**config.mk**
```make
export PLATFORM = sky130hd
export DESIGN_NAME = lsu_align
export DESIGN_NICKNAME = d
export VERILOG_FILES = /design/src/rtl/lsu_align_pkg.sv /design/src/rtl/lsu_align_pack.sv /design/src/rtl/lsu_align_unpack.sv /design/src/rtl/lsu_align.sv
export SDC_FILE = /design/constraint.sdc
export NUM_CORES = 1
export LEC_CHECK = 0
export ABC_AREA = 1
export CAP_MARGIN = 5
export CORE_MARGIN = 1.5
export CORE_UTILIZATION = 40
export DETAILED_ROUTE_END_ITERATION = 10
export SLEW_MARGIN = 0
export SYNTH_ARGS = -nofsm -noshare
export SYNTH_HDL_FRONTEND = slang
export SYNTH_SLANG_ARGS = --single-unit
```
**constraint.sdc**
```tcl
create_clock -name clk -period 5.4 [get_ports clk]
set_clock_uncertainty 0.15 [all_clocks]
set_input_delay 1.08 -clock clk [delete_from_list [all_inputs] [get_ports clk]]
set_output_delay 1.08 -clock clk [all_outputs]
set_load 0.05 [all_outputs]
```
**src/rtl/lsu_align_pkg.sv**
```systemverilog
package lsu_align_pkg;
    typedef enum logic [1:0] {
        ST_IDLE   = 2'd0,
        ST_BUS0   = 2'd1,
        ST_BUS1   = 2'd2,
        ST_FINISH = 2'd3
    } state_t;
endpackage

```
**src/rtl/lsu_align_pack.sv**
```systemverilog
// Scatters a right-aligned store value onto a two-word lane window.
module lsu_align_pack #(
    parameter int DW    = 32,
    parameter int BYTES = DW / 8,
    parameter int OFFW  = $clog2(BYTES),
    parameter int SZW   = $clog2(OFFW + 1)
) (
    input  logic [OFFW-1:0]    offset,
    input  logic [SZW-1:0]     size,
    input  logic               big,
    input  logic [DW-1:0]      value,
    output logic [2*DW-1:0]    lanes,
    output logic [2*BYTES-1:0] enables
);
    int                 nb;
    logic [2*DW-1:0]    placed;
    logic [2*BYTES-1:0] mask;

    assign nb = (int'(size) > OFFW) ? BYTES : (32'd1 << size);

    always_comb begin
        placed = '0;
        mask   = '0;
        for (int k = 0; k < BYTES; k++) begin
            if (k < nb) begin
                placed[8*k +: 8] = big ? value[8*(nb-1-k) +: 8] : value[8*k +: 8];
                mask[k]          = 1'b1;
            end
        end
    end

    assign lanes   = placed << {offset, 3'b000};
    assign enables = mask << offset;
endmodule

```
**src/rtl/lsu_align_unpack.sv**
```systemverilog
// Gathers the access bytes from a two-word window, orders and extends them.
module lsu_align_unpack #(
    parameter int DW    = 32,
    parameter int BYTES = DW / 8,
    parameter int OFFW  = $clog2(BYTES),
    parameter int SZW   = $clog2(OFFW + 1)
) (
    input  logic [2*DW-1:0] window,
    input  logic [OFFW-1:0] offset,
    input  logic [SZW-1:0]  size,
    input  logic            big,
    input  logic            sext,
    output logic [DW-1:0]   value
);
    int              nb;
    logic [2*DW-1:0] shifted;
    logic [DW-1:0]   raw;
    logic            fill;

    assign nb      = (int'(size) > OFFW) ? BYTES : (32'd1 << size);
    assign shifted = window >> {offset, 3'b000};

    always_comb begin
        raw = '0;
        for (int k = 0; k < BYTES; k++) begin
            if (k < nb) begin
                raw[8*(big ? (nb-1-k) : k) +: 8] = shifted[8*k +: 8];
            end
        end
    end

    assign fill = sext & raw[8*nb-1];

    always_comb begin
        value = raw;
        for (int k = 0; k < BYTES; k++) begin
            if (k >= nb) begin
                value[8*k +: 8] = {8{fill}};
            end
        end
    end
endmodule

```
**src/rtl/lsu_align.sv**
```systemverilog
module lsu_align
    import lsu_align_pkg::*;
#(
    parameter int  AW    = 16,
    parameter int  DW    = 32,
    localparam int BYTES = DW / 8,
    localparam int OFFW  = $clog2(BYTES),
    localparam int SZW   = $clog2(OFFW + 1)
) (
    input  logic             clk,
    input  logic             rst_n,
    input  logic             cfg_big_endian,
    input  logic             req_valid,
    output logic             req_ready,
    input  logic             req_write,
    input  logic [SZW-1:0]   req_size,
    input  logic             req_signed,
    input  logic [AW-1:0]    req_addr,
    input  logic [DW-1:0]    req_wdata,
    output logic             rsp_valid,
    output logic [DW-1:0]    rsp_rdata,
    output logic             bus_req,
    output logic             bus_we,
    output logic [AW-1:0]    bus_addr,
    output logic [BYTES-1:0] bus_be,
    output logic [DW-1:0]    bus_wdata,
    input  logic [DW-1:0]    bus_rdata
);
    state_t state, state_nx;

    logic [AW-1:0]      r_addr;
    logic [SZW-1:0]     r_size;
    logic               r_sext;
    logic               r_we;
    logic               r_big;
    logic [DW-1:0]      r_wdata;
    logic [DW-1:0]      r_lowword;

    logic [2*DW-1:0]    st_lanes;
    logic [2*BYTES-1:0] lane_en;
    logic               split;
    logic [AW-1:0]      addr_lo;
    logic [AW-1:0]      addr_hi;
    logic [2*DW-1:0]    ld_window;
    logic [DW-1:0]      ld_value;
    logic               accept;

    assign accept  = req_valid && (state == ST_IDLE);
    assign split   = |lane_en[2*BYTES-1:BYTES];
    assign addr_lo = {r_addr[AW-1:OFFW], {OFFW{1'b0}}};
    assign addr_hi = addr_lo + AW'(BYTES);

    lsu_align_pack #(.DW(DW)) u_pack (
        .offset  (r_addr[OFFW-1:0]),
        .size    (r_size),
        .big     (r_big),
        .value   (r_wdata),
        .lanes   (st_lanes),
        .enables (lane_en)
    );

    assign ld_window = split ? {bus_rdata, r_lowword} : {{DW{1'b0}}, bus_rdata};

    lsu_align_unpack #(.DW(DW)) u_unpack (
        .window (ld_window),
        .offset (r_addr[OFFW-1:0]),
        .size   (r_size),
        .big    (r_big),
        .sext   (r_sext),
        .value  (ld_value)
    );

    // State register
    always_ff @(posedge clk) begin
        if (!rst_n) begin
            state <= ST_IDLE;
        end else begin
            state <= state_nx;
        end
    end

    // Transitions
    always_comb begin
        state_nx = state;
        unique case (state)
            ST_IDLE:   state_nx = req_valid ? ST_BUS0 : ST_IDLE;
            ST_BUS0:   state_nx = split ? ST_BUS1 : ST_FINISH;
            ST_BUS1:   state_nx = ST_FINISH;
            ST_FINISH: state_nx = ST_IDLE;
        endcase
    end

    // Request capture and lower read word
    always_ff @(posedge clk) begin
        if (!rst_n) begin
            r_addr    <= '0;
            r_size    <= '0;
            r_sext    <= 1'b0;
            r_we      <= 1'b0;
            r_big     <= 1'b0;
            r_wdata   <= '0;
            r_lowword <= '0;
        end else begin
            if (accept) begin
                r_addr  <= req_addr;
                r_size  <= req_size;
                r_sext  <= req_signed;
                r_we    <= req_write;
                r_big   <= cfg_big_endian;
                r_wdata <= req_wdata;
            end
            if (state == ST_BUS1) begin
                r_lowword <= bus_rdata;
            end
        end
    end

    // Outputs
    always_comb begin
        req_ready = 1'b0;
        rsp_valid = 1'b0;
        rsp_rdata = '0;
        bus_req   = 1'b0;
        bus_we    = 1'b0;
        bus_addr  = addr_lo;
        bus_be    = '0;
        bus_wdata = '0;
        unique case (state)
            ST_IDLE: begin
                req_ready = 1'b1;
            end
            ST_BUS0: begin
                bus_req   = 1'b1;
                bus_we    = r_we;
                bus_addr  = addr_lo;
                bus_be    = lane_en[BYTES-1:0];
                bus_wdata = st_lanes[DW-1:0];
            end
            ST_BUS1: begin
                bus_req   = 1'b1;
                bus_we    = r_we;
                bus_addr  = addr_hi;
                bus_be    = lane_en[2*BYTES-1:BYTES];
                bus_wdata = st_lanes[2*DW-1:DW];
            end
            ST_FINISH: begin
                rsp_valid = 1'b1;
                rsp_rdata = r_we ? '0 : ld_value;
            end
        endcase
    end
endmodule

```
==> summary.md, run 1 <==
| Metric | Value |
|---|---|
| Outcome | `finished clean` |
| WL/cell | `17.2 µm` |
| Most common cell after layout, fill and taps aside | `nand2_1` |
| Worst-Margin Slew | `1.47 ns` |
| R2R Setup Slk | `3.04 ns` |
| CP max stage cell | `dfxtp_4` |
| CP Launch Type | `flop` |
| Layout cell share with drive strength beyond 1 | `0.146` |
| Share of power burned in registers | `0.244` |
| CP max stage delay | `between 0.3 and 0.4 ns` |
| Fin nets | `~1700` |
| Hold buffer count at cts | `0` |
| Setup crit start | `r_size[1]$_SDFFE_PN0P_` |
| Die width | `149 µm` |
| Ys Warns | `0` |
| Inserted Clock Buffers | `9` |
| Vias | `10294` |
| Post-Syn Instances | `between 1000 and 1500` |
| WS Path Type | `flop to primary output` |
| First-pass GRT wire length | `just under 50000 µm` |
| Worst path bufs/invs | `6` |
| Drt first pass iters | `6` |
| Net Sw Power | `1.54 mW` |
| Largest net degree at the start of global routing | `88` |
| Required @ worst endpoint | `4.17 ns` |
| Storage cell area | `about 0.0017 mm²` |
| Setup TNS Final | `0 ns` |
| Port Buf Inserts | `173` |
| Max-capacitance violation count | `0` |
| Max_slew headroom | `0.0154` |
| Overall Power | `3.21 mW` |
| RR Startpoint | `state[0]$_SDFF_PN0_` |
| Initial core utilization | `0.405` |
| Die height | `about 150 µm` |
| Synth area leader | `dfxtp_1` |
| Multi-input gate area | `0.00618 mm²` |
| Clk_lat worst skew | `around 0.35 ns` |
| GRT Resource Usage Total | `0.278` |
| Final period util | `0.982` |
| Clk slew on worst S/H paths | `~0.070 ns` |
| Post-synth top area share | `0.205` |
| Final design utilization | `0.554` |
| Post-synth EDFFs | `0` |
| Ys flop type | `dfxtp_1` |
| P_leak | `4.72 nW` |
| Remaining antenna violation count after routing | `0` |
| Netlist cell types | `55` |
| Drt initial violations | `675` |
| # DRC | `0` |
| Hold Path Class | `flop to flop` |
| CP arrival | `4.07 ns` |
| Pwr/cell area | `between 200 and 300 mW/mm²` |
| Mean Syn Cell Area | `5.97 µm²` |
| Reg2reg path depth | `7` |
| Post-detail-place hpwl | `23500 µm` |
| Mapped Area | `0.00849 mm²` |
| Reg2reg end | `r_lowword[22]$_SDFFE_PN0P_` |
| GR Overflow Total | `0` |
| CP endpoint kind | `primary output` |
| Setup crit end | `rsp_rdata[24]` |
| Clock Root Buffer | `clkbuf_16` |
| Top layer in use | `met4` |
| DR WL met3 | `approximately 2600 µm` |
| Final slew viol count | `0` |
| Family with the most delay on the worst path | `simple AND/OR/NAND/NOR gates` |
| FF+latch count, synth | `87` |
| Antenna violations before repair | `0` |
| Total Routed Length | `around 32000 µm` |
| Fill cell count | `2143` |
| Vias per Instance | `5.57` |
| RD Place Congestion | `0.949` |
| Sequential share of the synthesized area | `0.205` |
| Clock sinks | `87` |
| Combinational fraction of design power | `0.550` |
| WP depth | `25` |
| Clock power frac | `0.205` |
| Switching share of power | `0.479` |
| Most frequent cells in the layout | `nand2_1 (251), o21ai_0 (196), inv_1 (154)` |
| # rows | `53` |
| Vias in the first global route | `9232` |
| Metal-1 WL | `14500 µm` |
| Min Tclk post-route | `5.30 ns` |
| Fmax | `0.189 GHz` |
| VDD IR max | `0.194 mV` |
| Number of setup violations in the final report | `0` |
| Final hold slack | `between 0.3 and 0.4 ns` |
| Top area cells in the synthesized netlist | `dfxtp_1 (21%), o21ai_0 (12%), nand2_1 (11%)` |
| CORE AREA | `around 0.021 mm²` |
| I/O Pins | `approximately 180` |
| H-tree Lvls | `3` |
| CP Max Fanout | `8` |
| Max clock buf depth | `2` |
| Die Area | `0.0221 mm²` |
| Final hold vios | `0` |
| Ys async rst share | `0` |
| Metal2 WL | `~14000 µm` |
| TritonCTS clock tree | `built` |
| Internal Power | `1.67 mW` |
| Area grow syn2layout | `36.7%` |
cell families (layout without fill, tap and decap cells):
| logic type | count (synthesis) | after routing | share of synthesized area |
|---|---|---|---|
| XOR/XNOR | 22 | 22 | 0.0227 |
| AND/OR/NAND/NOR | 550 | 550 | 0.287 |
| buffers and inverters | 255 | 400 | 0.118 |
| adder cells (fa/ha/maj) | 26 | 26 | 0.0383 |
| flip-flops | 87 | 87 | 0.205 |
| other | 2 | 7 | 0.000884 |
| AO/OA/AOI/OAI | 481 | 481 | 0.328 |
power groups by stage:
| stage | Clock [mW] | Sequential [mW] | Combinational, mW |
|---|---|---|---|
| after floorplan | 0 | 0.784 | 1.15 |
| after global placement | 0 | 0.796 | 1.64 |
| after detailed placement | 0 | 0.798 | 1.63 |
| after CTS | 0.667 | 0.783 | 1.65 |
| after global routing | 0.696 | 0.796 | 1.93 |
| final | 0.660 | 0.786 | 1.77 |
worst min-delay path by stage:
stage | start | slack [ns] | cells after the start | endpoint
finish | r_lowword[31]$_SDFFE_PN0P_ | 0.31 | 2 | r_lowword[31]$_SDFFE_PN0P_
detailed placement | r_lowword[31]$_SDFFE_PN0P_ | 0.30 | 2 | r_lowword[31]$_SDFFE_PN0P_
global route | r_lowword[17]$_SDFFE_PN0P_ | 0.33 | 2 | r_lowword[17]$_SDFFE_PN0P_
global placement | r_lowword[17]$_SDFFE_PN0P_ | 0.29 | 2 | r_lowword[17]$_SDFFE_PN0P_
CTS | r_lowword[31]$_SDFFE_PN0P_ | 0.31 | 2 | r_lowword[31]$_SDFFE_PN0P_
floorplan | r_lowword[17]$_SDFFE_PN0P_ | 0.28 | 2 | r_lowword[17]$_SDFFE_PN0P_
sequential cells by signal, summed over array words and instances (netlist names):
name	cells
r_we	1
r_size	2
r_big	1
r_wdata	32
state	2
r_addr	16
r_sext	1
r_lowword	32
metal layers:
layer | track usage | vias to the layer above
met2 | 0.435 | 445
met4 | 0.0678 | 0
met5 | 0 | -
met1 | 0.390 | 4707
met3 | 0.0589 | 37
li1 | - | 5105
Yosys cell counts (4+ instances only):
cell,instances
nand4_1,21
nor4_1,6
a221oi_1,4
buf_2,9
xor2_1,19
a21oi_1,136
a2bb2oi_1,9
nor2_2,5
nor2_1,168
dfxtp_1,87
nand2_2,5
clkinv_1,4
o22ai_1,30
and2_1,7
nor3_1,8
nand2_1,259
buf_4,4
a31oi_1,13
a22oi_1,21
a21oi_2,13
o21ai_1,6
inv_2,5
a211oi_1,15
o221ai_1,9
o21ai_0,196
ha_1,26
inv_1,158
clkbuf_1,61
nand3_1,53
o211ai_1,15
buf_1,11
worst min-delay path, delay by kind of cell (launching register included):
family                 cells  cell delay [ns]
flip-flops                 1             0.30
buffers and inverters      1             0.06
AO/OA/AOI/OAI              1             0.06
repair_timing:
action | CTS | global route
resized for setup | 9 | 89
endpoints found under the setup margin | 32 | 32
pin swaps | 1 | 11
setup buffers | 2 | 8
area by class of cell:
cell class | count | share of cell area
multi-input combinational | 1085 | 0.533
clock inverter | 6 | 0.00625
timing repair buffer | 217 | 0.206
inverter | 168 | 0.0550
sequential | 87 | 0.151
clock buffer | 9 | 0.0194
antenna | 1 | 0.000216
tap | 275 | 0.0296
per-stage QoR:
step	worst slack (ns)	cell area [µm²]	std cells
floorplan	0.0248	8510	1427
global placement	0.160	10800	1822
detailed placement	0.154	10800	1822
CTS	0.0245	11100	1839
global route	-0.0795	11600	1847
finish	0.0974	11600	1848
No activity file was read; power rests on OpenSTA's default activity.
==> run 2, diff against run 1 <==
CORE_UTILIZATION = 45   (was 40)
PLACE_DENSITY = 0.72   (was unset)
SETUP_SLACK_MARGIN = 0.15   (was unset)
==> summary.md, run 2 (synthesis gave the netlist of run 1 again) <==
| Metric | Value |
|---|---|
| Total Routed Length | `30900 µm (-3.0%)` |
| Clock Root Buffer | `clkbuf_16` |
| Die Area | `0.0197 mm² (-11%)` |
| Critical-path cell list | `buf_6 > nor2_2 > nor2_2 > ha_2 > nand2_2 > nor2_4 > nand2_2 > ha_4 > nand4_1 > nor4_1 > o21ai_1 > nand2_1 > o21ai_2 > a211o_4 > nand3_1 > nand2_2 > a21boi_4 > nand3_4 > nand2_2 > nand2_8 > a21oi_4 > buf_12` |
| HP Start | `r_lowword[20]$_SDFFE_PN0P_` |
| Max_slew headroom | `0.0705 (+0.0551)` |
| Drt first pass iters | `6 (unchanged)` |
| Min Tclk post-route | `5.10 ns (-0.206 ns)` |
| WS Path Type | `flop to primary output` |
| Post-route cell area | `0.0116 mm² (-0.15%)` |
| CP max stage cell | `dfxtp_4` |
| First-pass GRT wire length | `48000 µm (-3.1%)` |
| H-tree Lvls | `3 (unchanged)` |
| TritonCTS clock tree | `built` |
| CORE AREA | `0.0186 mm² (-11%)` |
| GR Overflow Total | `0 (unchanged)` |
| RR Startpoint | `state[0]$_SDFF_PN0_` |
| Hold Path Class | `flop to flop` |
| Die width | `140 µm (-5.6%)` |
| Remaining antenna violation count after routing | `0 (unchanged)` |
| Largest net degree at the start of global routing | `71 (-19%)` |
| Vias | `10489 (+1.9%)` |
| Clk slew on worst S/H paths | `0.07 ns (about the same)` |
| Max-capacitance violation count | `0 (unchanged)` |
| Worst path bufs/invs | `2 (-4)` |
| Clock sinks | `87 (unchanged)` |
| Setup crit start | `r_size[1]$_SDFFE_PN0P_` |
| Vias in the first global route | `9283 (+0.55%)` |
| Clk_lat worst skew | `0.35 ns (about the same)` |
| GRT Resource Usage Total | `0.301 (+0.0224)` |
| Post-detail-place hpwl | `22500 µm (-4.4%)` |
| CP Max Fanout | `8 (unchanged)` |
| Drt initial violations | `1252 (+85%)` |
| CP arrival | `3.87 ns (-0.20 ns)` |
| VDD IR max | `0.282 mV (+45%)` |
| Most common cell after layout, fill and taps aside | `nand2_1` |
| Required @ worst endpoint | `4.17 ns (about the same)` |
| Final period util | `0.944 (-0.0381)` |
| Outcome | `finished clean` |
| Setup TNS Final | `0 ns (unchanged)` |
| CP endpoint kind | `primary output` |
| RD Place Congestion | `0.945 (-0.40%)` |
| Most frequent cells in the layout | `nand2_1 (247), o21ai_0 (193), inv_1 (154)` |
| I/O Pins | `176 (unchanged)` |
| Pwr/cell area | `281 mW/mm² (+1.4%)` |
| Family with the most delay on the worst path | `simple AND/OR/NAND/NOR gates` |
| Vias per Instance | `5.81 (+4.4%)` |
| Fin nets | `1679 (-0.18%)` |
| CP Launch Type | `flop` |
| Most common cell on crit path | `nand2_2` |
| Fmax | `0.196 GHz (+4.0%)` |
| Area grow syn2layout | `36.5%` |
| Die height | `140 µm (-5.6%)` |
| Worst-Margin Slew | `1.39 ns (-0.0824 ns)` |
| # DRC | `0 (unchanged)` |
| # rows | `50 (-5.7%)` |
| Final slew viol count | `0 (unchanged)` |
| WL/cell | `17.1 µm (-0.61%)` |
| P_leak | `4.70 nW (-0.31%)` |
| Number of setup violations in the final report | `0 (unchanged)` |
| Final hold vios | `0 (unchanged)` |
| Final design utilization | `0.624 (+0.0699)` |
| Inserted Clock Buffers | `9 (unchanged)` |
| Placed Area | `0.0107 mm² (-0.57%)` |
| Port Buf Inserts | `173 (unchanged)` |
| Placement Setup Slack | `0.349 ns (+0.195 ns)` |
| Antenna violations before repair | `0 (unchanged)` |
| Max clock buf depth | `2 (unchanged)` |
| Top Registers | `r_lowword: 32 flops, r_wdata: 32 flops, r_addr: 16 flops` |
| RSZ-0062 raised after global routing | `yes` |
| Worst setup margin | `0.303 ns (+0.206 ns)` |
| # diodes | `0 (-1)` |
| CP max stage delay | `0.37 ns (about the same)` |
| Overall Power | `3.25 mW (+1.2%)` |
| Initial core utilization | `0.457 (+0.0518)` |
| Layout cell share with drive strength beyond 1 | `0.146 (+0.000186)` |
## run 2: layer usage
layer	part of all wire	up-vias	GRT usage
li1	-	5113	-
met1	0.41	4726	0.402
met2	0.46	582	0.476
met3	0.11	68	0.0732
met4	0.024	0	0.0970
met5	0	-	0
## run 2: path summary, 6_finish.rpt
path	end	slack [ns]	cells after the start
setup / recovery	rsp_rdata[10]	0.30	22
hold / removal	r_lowword[20]$_SDFFE_PN0P_	0.31	2
hold reg to reg	r_lowword[20]$_SDFFE_PN0P_	0.31	2
setup reg to reg	r_lowword[16]$_SDFFE_PN0P_	2.85	7
## run 2: repair_timing
item | in CTS | in global routing
pin swaps | 10 | 14
endpoints found under the setup margin | 32 | 32
setup buffers | 4 | 7
resized for setup | 66 | 38
hold buffers | 0 | 0
## run 2: power by group
group / internal [mW] / switching [mW] / total, mW
sequential: 0.734 / 0.0547 / 0.789
clock: 0.418 / 0.267 / 0.685
combinational: 0.576 / 1.20 / 1.78
## run 2: area by class of cell
class,instances,area (µm²)
inverters,168,637
flip-flops and latches,87,1750
clock inverters,5,81.3
fillers,1710,6990
well taps,234,293
multi-input cells,1085,6200
clock buffers,11,243
repair buffers,214,2390
## run 2: stage by stage
stage	cells	hold WS, ns
final	1804	0.306
after global routing	1804	0.323
after CTS	1797	0.308
after detailed placement	1777	0.298
after global placement	1777	0.291
after floorplan	1427	0.280
## run 2: worst min-delay path: stages, from the launching register on
cell     delay, ns
dfxtp_1       0.30
inv_1         0.06
a21oi_1       0.06
==> run 3, diff against run 2 <==
PLACE_DENSITY = 0.7   (was 0.72)
==> summary.md, run 3 (synthesis gave the netlist of run 1 again) <==
| Metric | Value |
|---|---|
| Clk_lat worst skew | `0.34 ns (about the same)` |
| Final period util | `0.954 (+0.0105)` |
| WS Path Type | `flop to primary output` |
| WL/cell | `16.7 µm (-2.4%)` |
| DP Cell Count | `1777 (unchanged)` |
| Die width | `140 µm (unchanged)` |
| Pwr/cell area | `277 mW/mm² (-1.2%)` |
| Port Buf Inserts | `173 (unchanged)` |
| H-tree Lvls | `3 (unchanged)` |
| Layout cell share with drive strength beyond 1 | `0.143 (-0.00255)` |
| CP max stage cell | `dfxtp_4` |
| GRT Resource Usage Total | `0.288 (-0.0125)` |
| Reg2reg end | `r_size[0]$_SDFFE_PN0P_` |
| CORE AREA | `0.0186 mm² (unchanged)` |
| Fill cell count | `1757 (+2.7%)` |
| Critical-path cell list | `inv_4 > ha_4 > nand3_4 > nor2_4 > inv_2 > ha_4 > nand4_1 > nor4_2 > o21ai_1 > nand2_1 > o21ai_2 > a211o_4 > nand3_2 > nand2_2 > a21boi_2 > nand3_4 > nand2_2 > nand2_4 > a21oi_4 > buf_12` |
| VDD IR max | `0.218 mV (-23%)` |
| Final slew viol count | `0 (unchanged)` |
| Required @ worst endpoint | `4.17 ns (about the same)` |
| Worst-Margin Slew | `1.42 ns (+0.0316 ns)` |
| I/O Pins | `176 (unchanged)` |
| First-pass GRT wire length | `46300 µm (-3.6%)` |
| Drt initial violations | `1193 (-4.7%)` |
| Drt first pass iters | `5 (-1)` |
| Outcome | `finished clean` |
| CP max stage delay | `0.43 ns (+0.06 ns)` |
| Worst hold path stage count | `2 (unchanged)` |
| RSZ-0062 raised after global routing | `yes` |
| Multi-input gate area | `0.00620 mm² (about the same)` |
| HP Start | `r_lowword[26]$_SDFFE_PN0P_` |
| Final hold vios | `0 (unchanged)` |
| GR Overflow Total | `0 (unchanged)` |
| Count of non-filler cells in the finished layout | `1804 (unchanged)` |
| Worst path bufs/invs | `3 (+1)` |
| Post-detail-place hpwl | `22100 µm (-1.8%)` |
| Hold Path Class | `flop to flop` |
| Hold buffer count at cts | `0 (unchanged)` |
| Fin nets | `1679 (unchanged)` |
| Max-capacitance violation count | `0 (unchanged)` |
| Clock sinks | `87 (unchanged)` |
| Worst setup margin | `0.246 ns (-0.0568 ns)` |
| Die Area | `0.0197 mm² (unchanged)` |
| Placement Setup Slack | `0.333 ns (-0.0163 ns)` |
| Setup TNS Final | `0 ns (unchanged)` |
| Clock Root Buffer | `clkbuf_16` |
| P_leak | `4.69 nW (-0.19%)` |
| Inserted Clock Buffers | `9 (unchanged)` |
| Min-Delay Endpoint | `r_lowword[26]$_SDFFE_PN0P_` |
| Total Routed Length | `30200 µm (-2.4%)` |
| CP endpoint kind | `primary output` |
| Area grow syn2layout | `36.1%` |
| CP arrival | `3.92 ns (+0.05 ns)` |
| Min Tclk post-route | `5.15 ns (+0.0568 ns)` |
| Die height | `140 µm (unchanged)` |
| Vias | `10490 (+0.0095%)` |
| RR Startpoint | `state[0]$_SDFF_PN0_` |
| RD Place Congestion | `0.948 (+0.37%)` |
| CP Max Fanout | `8 (unchanged)` |
| Family with the most delay on the worst path | `simple AND/OR/NAND/NOR gates` |
| Max_slew headroom | `0.0493 (-0.0211)` |
| Max clock buf depth | `2 (unchanged)` |
| Largest net degree at the start of global routing | `71 (unchanged)` |
| # DRC | `0 (unchanged)` |
| Antenna violations before repair | `0 (unchanged)` |
| Vias in the first global route | `9178 (-1.1%)` |
| R2R Setup Slk | `3.05 ns (+0.20 ns)` |
| Top Registers | `r_lowword: 32 flops, r_wdata: 32 flops, r_addr: 16 flops` |
| TritonCTS clock tree | `built` |
| Vias per Instance | `5.81 (about the same)` |
| Initial core utilization | `0.457 (unchanged)` |
| Remaining antenna violation count after routing | `0 (unchanged)` |
| Number of setup violations in the final report | `0 (unchanged)` |
| Clk slew on worst S/H paths | `0.07 ns (about the same)` |
| Storage cell area | `0.00175 mm² (about the same)` |
| # diodes | `0 (unchanged)` |
| Reg2reg path depth | `6 (-1)` |
| Fmax | `0.194 GHz (-1.1%)` |
| CP Launch Type | `flop` |
| # rows | `50 (unchanged)` |
| Most frequent cells in the layout | `nand2_1 (251), o21ai_0 (196), inv_1 (151)` |
| Final design utilization | `0.622 (-0.00162)` |
| Most common cell after layout, fill and taps aside | `nand2_1` |
| Final hold slack | `0.308 ns (+0.00162 ns)` |
[run 3: cell types whose count changed in the layout (fill, tap and decap cells not counted), moves of 3 or more]
cell     before  now
nand2_2      13    5
nor2_2       24   18
inv_6         0    4
nand2_1     247  251
nand2_4       4    8
nor2_1      143  147
o21ai_1       9    5
inv_1       154  151
o21ai_0     193  196
[run 3: metal layers]
| metal | global-route usage | wire [µm] | vias to the layer above |
|---|---|---|---|
| met5 | 0 | 0 | - |
| met4 | 0.0992 | 929 | 0 |
| met3 | 0.0533 | 2610 | 86 |
| met2 | 0.461 | 13500 | 533 |
| met1 | 0.389 | 13200 | 4758 |
| li1 | - | - | 5113 |
[run 3: metrics by stage]
step	power [mW]	instance area, µm²
finish	3.21	11600
global route	3.40	11600
CTS	3.07	11000
floorplan	1.94	8520
detailed placement	2.40	10700
global placement	2.40	10700
[run 3: layout make-up]
type                            count  share of cell area
Multi-Input combinational cell   1085               0.536
Timing Repair Buffer              214               0.204
Sequential cell                    87               0.151
Inverter                          168              0.0557
Tap cell                          234              0.0253
Clock buffer                       10              0.0207
Clock inverter                      6             0.00628
[run 3: power by group]
| part | leakage, nW | total [mW] | switching, mW | internal [mW] |
|---|---|---|---|---|
| sequential | 0.719 | 0.789 | 0.0561 | 0.733 |
| clock | 0.156 | 0.663 | 0.284 | 0.379 |
| combinational | 3.82 | 1.75 | 1.19 | 0.568 |
[run 3: tightest hold or removal path, stage by stage (launching register included)]
cell and delay (ns):
dfxtp_1 0.30, inv_1 0.06, a21oi_1 0.06
[run 3: worst max path at each step]
stage	from	to	cells past startpoint
global route	r_size[1]$_SDFFE_PN0P_	rsp_rdata[7]	24
detailed placement	r_size[1]$_SDFFE_PN0P_	rsp_rdata[23]	20
global placement	r_size[1]$_SDFFE_PN0P_	rsp_rdata[6]	23
CTS	r_big$_SDFFE_PN0P_	rsp_rdata[23]	22
finish	r_size[1]$_SDFFE_PN0P_	rsp_rdata[7]	20
floorplan	r_big$_SDFFE_PN0P_	rsp_rdata[16]	23
[run 3: repair_timing]
action	CTS	global route
buffers inserted	0	11
pin swaps	0	14
cloned	0	0
setup endpoints to repair	32	34
resized for setup	7	92
